===== src/rtl/wdt_pkg.sv =====
package wdt_pkg;

   typedef enum logic [1:0] {
      REG_NONE  = 2'd0,
      REG_COUNT = 2'd1,
      REG_CTRL  = 2'd2
   } wdt_reg_e;

   localparam int DEF_ADDR_W      = 8;
   localparam int DEF_CNT_W       = 16;
   localparam int DEF_CTL_W       = 8;
   localparam int DEF_MS_PER_TICK = 128;
   localparam int DEF_COUNT_OFS   = 'h70;
   localparam int DEF_CTRL_OFS    = 'h72;

endpackage


===== src/rtl/wdt_regdec.sv =====
module wdt_regdec
   import wdt_pkg::*;
#(
   parameter int ADDR_W    = DEF_ADDR_W,
   parameter int COUNT_OFS = DEF_COUNT_OFS,
   parameter int CTRL_OFS  = DEF_CTRL_OFS
) (
   input  logic              bus_wr,
   input  logic [ADDR_W-1:0] bus_addr,
   output wdt_reg_e          reg_sel,
   output logic              count_wr,
   output logic              ctrl_wr
);

   localparam logic [ADDR_W-1:0] A_COUNT = ADDR_W'(COUNT_OFS);
   localparam logic [ADDR_W-1:0] A_CTRL  = ADDR_W'(CTRL_OFS);

   always_comb begin
      if (bus_addr == A_COUNT)
         reg_sel = REG_COUNT;
      else if (bus_addr == A_CTRL)
         reg_sel = REG_CTRL;
      else
         reg_sel = REG_NONE;
   end

   assign count_wr = bus_wr && (reg_sel == REG_COUNT);
   assign ctrl_wr  = bus_wr && (reg_sel == REG_CTRL);

endmodule


===== src/rtl/wdt_prescaler.sv =====
module wdt_prescaler #(
   parameter int TICK_CYC = 4
) (
   input  logic clk,
   input  logic rst_n,
   input  logic run,
   input  logic restart,
   output logic tick
);

   generate
      if (TICK_CYC == 1) begin : g_every_cycle
         assign tick = run;
      end else begin : g_divider
         localparam int PRE_W = $clog2(TICK_CYC);
         localparam logic [PRE_W-1:0] LAST = PRE_W'(TICK_CYC - 1);
         logic [PRE_W-1:0] phase_q;

         always_ff @(posedge clk) begin
            if (!rst_n)
               phase_q <= '0;
            else if (!run || restart)
               phase_q <= '0;
            else if (phase_q == LAST)
               phase_q <= '0;
            else
               phase_q <= phase_q + PRE_W'(1);
         end

         assign tick = run && (phase_q == LAST);
      end
   endgenerate

endmodule


===== src/rtl/wdt_sec2tick.sv =====
module wdt_sec2tick #(
   parameter int CNT_W       = 16,
   parameter int SEC_W       = 16,
   parameter int MS_PER_TICK = 128
) (
   input  logic [SEC_W-1:0] sec_in,
   output logic [CNT_W-1:0] ticks_out,
   output logic             sec_ok,
   input  logic [CNT_W-1:0] cnt_in,
   output logic [SEC_W-1:0] secs_left
);

   localparam int              PW        = SEC_W + CNT_W + 12;
   localparam longint unsigned MS_PER_S  = 1000;
   localparam longint unsigned MAX_TICKS = (64'd1 << CNT_W) - 64'd1;
   localparam longint unsigned MAX_SEC   = (MAX_TICKS * MS_PER_TICK) / MS_PER_S;
   localparam int              SH        = $clog2(MS_PER_TICK);
   localparam bit              POW2      = ((1 << SH) == MS_PER_TICK);

   logic [PW-1:0] sec_w;
   logic [PW-1:0] ms_w;
   logic [PW-1:0] cnt_ms_w;

   assign sec_w    = PW'(sec_in);
   assign ms_w     = sec_w * PW'(MS_PER_S);
   assign cnt_ms_w = PW'(cnt_in) * PW'(MS_PER_TICK);
   assign sec_ok   = (sec_w != '0) && (sec_w <= PW'(MAX_SEC));

   generate
      if (POW2) begin : g_shift
         assign ticks_out = CNT_W'(ms_w >> SH);
      end else begin : g_divide
         assign ticks_out = CNT_W'(ms_w / PW'(MS_PER_TICK));
      end
   endgenerate

   assign secs_left = SEC_W'(cnt_ms_w / PW'(MS_PER_S));

endmodule


===== src/rtl/wdt_countdown.sv =====
module wdt_countdown #(
   parameter int CNT_W = 16
) (
   input  logic             clk,
   input  logic             rst_n,
   input  logic             load,
   input  logic [CNT_W-1:0] load_val,
   input  logic             tick,
   output logic [CNT_W-1:0] cnt,
   output logic             expire
);

   localparam logic [CNT_W-1:0] ONE = CNT_W'(1);

   always_ff @(posedge clk) begin
      if (!rst_n) begin
         cnt    <= '0;
         expire <= 1'b0;
      end else begin
         expire <= 1'b0;
         if (load) begin
            cnt <= load_val;
         end else if (tick && (cnt != '0)) begin
            cnt <= cnt - ONE;
            if (cnt == ONE)
               expire <= 1'b1;
         end
      end
   end

endmodule


===== src/rtl/wdt_timer.sv =====
module wdt_timer
   import wdt_pkg::*;
#(
   parameter int ADDR_W      = DEF_ADDR_W,
   parameter int CNT_W       = DEF_CNT_W,
   parameter int CTL_W       = DEF_CTL_W,
   parameter int SEC_W       = 16,
   parameter int TICK_CYC    = 4,
   parameter int MS_PER_TICK = DEF_MS_PER_TICK,
   parameter int COUNT_OFS   = DEF_COUNT_OFS,
   parameter int CTRL_OFS    = DEF_CTRL_OFS
) (
   input  logic              clk,
   input  logic              rst_n,
   input  logic              bus_wr,
   input  logic [ADDR_W-1:0] bus_addr,
   input  logic [CNT_W-1:0]  bus_wdata,
   output logic [CNT_W-1:0]  bus_rdata,
   input  logic              sec_load,
   input  logic [SEC_W-1:0]  sec_val,
   output logic              sec_rej,
   output logic [SEC_W-1:0]  sec_left,
   output logic              wdt_expired
);

   localparam int EN_BIT = 0;

   initial begin : p_param_chk
      if (CTL_W > CNT_W || CTL_W < 1)
         $error("control width must be between 1 and the count width");
      if (TICK_CYC < 1)
         $error("tick length must be at least one cycle");
      if (MS_PER_TICK < 1)
         $error("tick duration must be positive");
   end

   wdt_reg_e         reg_sel;
   logic             count_wr;
   logic             ctrl_wr;
   logic [CTL_W-1:0] ctl_q;
   logic             run_en;
   logic             tick;
   logic             cnt_load;
   logic [CNT_W-1:0] load_val;
   logic [CNT_W-1:0] cnt_q;
   logic [CNT_W-1:0] conv_ticks;
   logic             conv_ok;
   logic             sec_take;

   wdt_regdec #(
      .ADDR_W    (ADDR_W),
      .COUNT_OFS (COUNT_OFS),
      .CTRL_OFS  (CTRL_OFS)
   ) u_dec (
      .bus_wr   (bus_wr),
      .bus_addr (bus_addr),
      .reg_sel  (reg_sel),
      .count_wr (count_wr),
      .ctrl_wr  (ctrl_wr)
   );

   always_ff @(posedge clk) begin
      if (!rst_n) begin
         ctl_q   <= '0;
         sec_rej <= 1'b0;
      end else begin
         if (ctrl_wr)
            ctl_q <= bus_wdata[CTL_W-1:0];
         sec_rej <= sec_load && !conv_ok;
      end
   end

   assign run_en = ctl_q[EN_BIT];

   wdt_sec2tick #(
      .CNT_W       (CNT_W),
      .SEC_W       (SEC_W),
      .MS_PER_TICK (MS_PER_TICK)
   ) u_conv (
      .sec_in    (sec_val),
      .ticks_out (conv_ticks),
      .sec_ok    (conv_ok),
      .cnt_in    (cnt_q),
      .secs_left (sec_left)
   );

   assign sec_take = sec_load && conv_ok && !count_wr;
   assign cnt_load = count_wr || sec_take;
   assign load_val = count_wr ? bus_wdata : conv_ticks;

   wdt_prescaler #(
      .TICK_CYC (TICK_CYC)
   ) u_pre (
      .clk     (clk),
      .rst_n   (rst_n),
      .run     (run_en),
      .restart (cnt_load),
      .tick    (tick)
   );

   wdt_countdown #(
      .CNT_W (CNT_W)
   ) u_cnt (
      .clk      (clk),
      .rst_n    (rst_n),
      .load     (cnt_load),
      .load_val (load_val),
      .tick     (tick),
      .cnt      (cnt_q),
      .expire   (wdt_expired)
   );

   always_comb begin
      case (reg_sel)
         REG_COUNT: bus_rdata = cnt_q;
         REG_CTRL:  bus_rdata = CNT_W'(ctl_q);
         default:   bus_rdata = '0;
      endcase
   end

endmodule


===== config.mk =====
export PLATFORM = sky130hd
export DESIGN_NAME = wdt_timer
export DESIGN_NICKNAME = d
export VERILOG_FILES = /design/src/rtl/wdt_pkg.sv /design/src/rtl/wdt_regdec.sv /design/src/rtl/wdt_prescaler.sv /design/src/rtl/wdt_sec2tick.sv /design/src/rtl/wdt_countdown.sv /design/src/rtl/wdt_timer.sv
export SDC_FILE = /design/constraint.sdc
export NUM_CORES = 1
export LEC_CHECK = 0
export ABC_AREA = 1
export BUFFER_PORTS_ARGS = -buffer_cell sky130_fd_sc_hd__buf_4
export CAP_MARGIN = 30
export CORE_MARGIN = 1.5
export CORE_UTILIZATION = 52
export CTS_CLUSTER_SIZE = 30
export DETAILED_ROUTE_END_ITERATION = 10
export PLACE_DENSITY = 0.71
export REMOVE_ABC_BUFFERS = 1
export SLEW_MARGIN = 10
export SYNTH_ARGS = -nofsm -noshare
export SYNTH_HDL_FRONTEND = slang
export SYNTH_SLANG_ARGS = --single-unit

===== constraint.sdc =====
create_clock -name clk -period 30.6 [get_ports clk]
set_clock_uncertainty 0.15 [all_clocks]
set_input_delay 1.53 -clock clk [delete_from_list [all_inputs] [get_ports clk]]
set_output_delay 1.53 -clock clk [all_outputs]
set_load 0.1 [all_outputs]

==> results of run 1 <==
-- state kept, by name, summed over array words and instances (netlist names) --
signal	cells
ctl_q	8
u_cnt.expire	1
u_cnt.cnt	16
u_pre.g_divider.phase_q	2
sec_rej	1
-- area by class of cell --
| class | count | area [sq um] |
|---|---|---|
| timing repair buffer | 76 | 571 |
| inverter | 231 | 885 |
| clock buffer | 3 | 75.1 |
| sequential | 28 | 561 |
| clock inverter | 1 | 30.0 |
| multi-input combinational | 1293 | 8460 |
| fill | 1947 | 8420 |
| tap | 265 | 332 |
-- metrics by stage --
| stage | setup WS [ns] | hold WS [ns] | util, % | std cells |
|---|---|---|---|---|
| final | 15.06 | 0.277 | 56.5 | 1897 |
| after global routing | 13.57 | 0.297 | 56.5 | 1897 |
| after CTS | 15.08 | 0.278 | 56.5 | 1897 |
| after detailed placement | 15.41 | 0.268 | 55.9 | 1893 |
| after global placement | 15.81 | 0.264 | 55.9 | 1893 |
| after floorplan | 12.46 | 0.248 | - | 1552 |
-- routing by layer --
metal  up-vias  part of all wire [%]
met3        33                   4.0
met2       259                    48
met5         -                     0
li1       5179                     -
met4         0                   1.9
met1      4689                    46
-- synth_stat cells (6+ instances only) --
master    number  area share [%]
a31oi_1        8            0.49
nand3b_1       9            0.66
ha_1          61             7.5
xnor2_1       12             1.0
nand4_1       55             3.4
fa_1          52              10
nand2_4       28             3.1
nor3_1        11            0.54
nand3_1      135             6.6
nand3_4       15             2.6
nor2_8         8             1.6
o22ai_1       11            0.68
nor2_1       139             5.1
nand3_2       19             1.9
buf_8          6            0.88
inv_2         40             1.5
xor2_1        48             4.1
o21ai_0       51             2.5
nor2_4        20             2.2
nand2_1      389              14
nand2_2      101             6.2
clkbuf_1       8            0.29
a21oi_1       43             2.1
inv_1        184             6.8
dfxtp_1       28             5.5
nor2_2        31             1.9
buf_4          7            0.52
-- how the worst min path moves through the flow --
stage / startpoint / endpoint / slack (ns) / cells past startpoint
after global placement: u_pre.g_divider.phase_q[0] / u_pre.g_divider.phase_q[0] / 0.26 / 1
after floorplan: u_pre.g_divider.phase_q[0] / u_pre.g_divider.phase_q[0] / 0.25 / 1
after detailed placement: u_pre.g_divider.phase_q[0] / u_pre.g_divider.phase_q[0] / 0.27 / 1
final: u_pre.g_divider.phase_q[0] / u_pre.g_divider.phase_q[0] / 0.28 / 1
after CTS: u_pre.g_divider.phase_q[0] / u_pre.g_divider.phase_q[0] / 0.28 / 1
after global routing: u_pre.g_divider.phase_q[0] / u_pre.g_divider.phase_q[0] / 0.30 / 1
-- cell families (layout without fill, tap and decap cells) --
group / count (synthesis) / in the layout / synth area share (%)
fa+ha+maj: 113 / 113 / 17.7
other cells: 1 / 2 / 0.0368
compound gates: 141 / 141 / 8.16
xor+xnor: 62 / 62 / 5.47
buf+inv: 260 / 311 / 11.5
flops: 28 / 28 / 5.50
simple gates: 975 / 975 / 51.6
-- critical path, delay by kind of cell (launching register included) --
kind,cells,cell delay (ns)
flops,1,0.40
compound gates,5,1.34
simple gates,65,9.00
fa+ha+maj,4,1.15
xor+xnor,1,0.17
buf+inv,11,1.48
==> impl_metrics.csv, run 1 <==
group,metric,value,unit
critical_path,path_class,"reg -> out",
critical_path,worst-r2r-cell-count,10,
finish,layout_common_cells,"389 x nand2_1, 184 x inv_1, 139 x nor2_1",
synthesis,synth_area,10200,sq um
floorplanning,core_area,19300,sq um
timing,finalCritPeriodShare,50.8,%
grt,grt_max_degree,23,
route,vias_per_cell,5.36,
clocking,cts_setup_buffers,0,
critical_path,cp_common_cell,"nand2_1",
timing,rsz0062_at_grt,"false",
floorplanning,dieArea,20500,sq um
grt,track_usage,25.8,%
critical_path,cp-endpoint,"sec_left[0]",
clocking,htree_num_levels,1,
finish,syn_to_final_growth,7.08,%
placed_design,place_area,10800,sq um
grt,grt_pass1_vias,9478,
finish,fin_area,10900,sq um
critical_path,cp.arrival,13.86,ns
timing,hold_violations,0,
finish,antenna_cells,0,
finish,final_common_cell,"nand2_1",
synthesis,ys_ff_latch,28,
timing,drv_slew,0,
placed_design,dp_hpwl,21800,um
clocking,clock_path_buffers,2,
synthesis,async_flop_share,0,%
floorplanning,dieHeight,143,um
route,routed_wirelength,25700,um
placed_design,gp_congestion,0.938,
route,antenna_left,0,
finish,layout.nets,1790,
grt,overflow,0,
worst_hold_path,hold_path_class,"reg -> reg",
critical_path,reg2reg_from,"u_cnt.cnt[5]",
outcome,status,"complete, no violations",
route,num_vias,10160,
critical_path,path_max_fanout,21,
clocking,clkLatencyLatePin,0.27,ns
floorplanning,rows,51,
critical_path,rr_endpoint,"u_cnt.cnt[14]",
placed_design,port_buffers,75,
finish,drive_above_1_share,22.2,%
clocking,cts.repair.resized,0,
critical_path,cpMaxStageDelayCell,"o21ai_2",
route,drtPass1Iterations,5,
synthesis,synth_seq_area_share,5.50,%
synthesis,postSynthCellCount,1580,
floorplanning,initial_utilization,52.7,%
clocking,clock_sinks,28,
floorplanning,die_x,143,um
clocking,cts_buffers,3,
route,route.detailed.drc,0,
grt,grt_pass1_wl,44100,um
synthesis,synth.distinct_cells,59,
grt,use_met2,44.6,%
critical_path,cp.required,28.92,ns
synthesis,synth_edf_count,0,
synthesis,avgSynthCellArea,6.45,sq um
critical_path,crit_path_start_kind,"flop",
timing,worst_pin_slew,0.832,ns
flow_run,drv_cap,0,
clocking,cts_tree,"done",
synthesis,synthFlopType,"dfxtp_1",
critical_path,end_kind,"output pin",
critical_path,cpPeakStageDelay,0.51,ns
timing,final.setup.tns,0,ns
grt,gr-usage-met1,35.4,%
timing,fmax,64.3,MHz
timing,fin_crit,15.55,ns
timing,relSlewSlack,44.4,%
timing,finalSetupViolCount,0,
route,wl_per_cell,13.6,um
clocking,cts-root-buf,"clkbuf_16",
grt,top_usage_layer,"met2",
clocking,cts_hold_buf,0,
clocking,clk_pin_slew,0.07,ns
grt,use_met3,1.71,%
floorplanning,pin_count,78,
critical_path,rrSetupSlack,27.58,ns
route,drtIter0Drc,760,
critical_path,critPathLaunch,"u_cnt.cnt[0]",
grt,antenna_found_initial,0,
synthesis,synth_warnings,0,
Power of run 1 is left out: the tool's default activity adds up to more than one toggle a clock period on the data nets, which glitch-free logic cannot reach.
==> run 2: changes to the inputs <==
clock period = 15.05 ns   (was 30.6 ns; I/O delays follow)
==> run 2 against run 1 <==
  * Largest cell class unchanged
  * Critical path type unchanged
  * Final area up 1.9%
  * Hold slack worse by 0.0028 ns
  * Routed wire length up 1.2%
  * Via count up 0.37%
  * Final cell count up 0.95%
  * Non-clock buffer count up 16
  * Setup slack worse by 14 ns
  * Register-to-register slack worse by 16 ns
  * Die area unchanged
  * First-iteration DRC count down 14%
==> impl_metrics.csv, run 2 (synthesized netlist as in run 1, its figures left out) <==
group,metric,value,unit
critical_path,cp_common_cell,"nand2_1",
critical_path,end_kind,"output pin",
route,vias_per_cell,5.33,
route,wl_per_cell,13.6,um
floorplanning,dieHeight,143,um
finish,final_common_cell,"nand2_1",
timing,fmax,73.6,MHz
timing,fin_crit,13.58,ns
finish,layout_common_cells,"389 x nand2_1, 182 x inv_1, 139 x nor2_1",
critical_path,worst-r2r-cell-count,10,
critical_path,path_class,"reg -> out",
critical_path,path_max_fanout,21,
floorplanning,pin_count,78,
finish,fin_util,57.5,%
finish,drive_above_1_share,23.3,%
outcome,status,"complete, no violations",
clocking,clk_pin_slew,0.07,ns
timing,relSlewSlack,47.0,%
placed_design,port_buffers,75,
critical_path,cpPeakStageDelay,0.44,ns
critical_path,crit_path_start_kind,"flop",
flow_run,drv_cap,0,
timing,hold_ws,0.274,ns
route,routed_wirelength,26100,um
clocking,cts_tree,"done",
critical_path,rrSetupSlack,12.03,ns
timing,final.setup.tns,0,ns
grt,antenna_found_initial,0,
critical_path,cp.required,14.15,ns
floorplanning,rows,51,
timing,rsz0062_at_grt,"false",
clocking,htree_num_levels,1,
floorplanning,dieArea,20500,sq um
floorplanning,initial_utilization,52.7,%
timing,finalCritPeriodShare,90.2,%
timing,worst_pin_slew,0.793,ns
floorplanning,die_x,143,um
clocking,cts_buffers,3,
finish,top_regs,"u_cnt.cnt: 16 flops, ctl_q: 8 flops, u_pre.g_divider.phase_q: 2 flops",
route,drtIter0Drc,653,
placed_design,dp_hpwl,21800,um
timing,finalSetupViolCount,0,
timing,hold_violations,0,
route,antenna_left,0,
worst_hold_path,hold_path_class,"reg -> reg",
grt,overflow,0,
floorplanning,core_area,19300,sq um
route,num_vias,10198,
clocking,clkLatencyLatePin,0.26,ns
critical_path,cpMaxStageDelayCell,"dfxtp_2",
clocking,clock_sinks,28,
grt,grt_pass1_vias,9452,
clocking,cts_hold_buf,0,
finish,regMostFlops,"u_cnt.cnt",
finish,syn_to_final_growth,9.07,%
worst_hold_path,whs_path_depth,1,
clocking,cts-root-buf,"clkbuf_16",
critical_path,cp.arrival,12.68,ns
finish,largest_reg_flops,16,
timing,drv_slew,0,
finish,layout.nets,1808,
route,drtPass1Iterations,5,
clocking,clock_path_buffers,2,
finish,antenna_cells,0,
grt,track_usage,25.8,%
placed_design,gp_congestion,0.936,
grt,grt_max_degree,23,
route,route.detailed.drc,0,
grt,grt_pass1_wl,44100,um
run 2: changes by cell type in the layout (fill, tap and decap cells not counted), sizes merged:
cell,before,now
inv,226,225
o21bai,1,2
nand3,169,170
clkinvlp,0,1
buf,76,92
run 2: path summary, 6_finish.rpt:
kind | start | end
max reg2reg | u_cnt.cnt[5] | u_cnt.cnt[6]
max | u_cnt.cnt[0] | sec_left[0]
min | u_pre.g_divider.phase_q[0] | u_pre.g_divider.phase_q[0]
min reg2reg | u_pre.g_divider.phase_q[0] | u_pre.g_divider.phase_q[0]
run 2: per-stage QoR:
stage          cell area [sq um]  cells  worst slack (ns)
4_1_cts                    10900   1897             0.412
6_report                   11100   1915              1.47
5_1_grt                    11100   1915            0.0756
3_5_place_dp               10800   1893             0.722
3_3_place_gp               10800   1893              1.03
2_1_floorplan               9910   1552             -2.31
run 2: what timing repair did:
action,4_1_cts,5_1_grt
setup endpoints to repair,0,2
setup buffers,0,16
resized for setup,0,9
run 2: area by class of cell:
class | instances | area (sq um)
multi-input cells | 1295 | 8530
fillers | 1933 | 8220
inverters | 231 | 888
repair buffers | 92 | 703
flip-flops and latches | 28 | 562
well taps | 265 | 332
clock buffers | 3 | 75.1
clock inverters | 1 | 30.0
run 2: layer usage:
metal,share of wire [%],global-route usage [%]
met1,45,35.0
met2,48,45.1
met3,4.9,2.15
met4,1.8,4.34
met5,0,0
run 2: critical path: cells and delay by family (launching register included):
kind / cells / cell delay (ns)
xor gates and xnor gates: 1 / 0.15
DFF: 1 / 0.44
and+or+nand+nor: 70 / 9.28
AOI/OAI and AO/OA: 3 / 0.44
adders and majority gates: 4 / 1.00
buffers and inverters: 8 / 1.06
Power of run 2 is left out for the same reason.
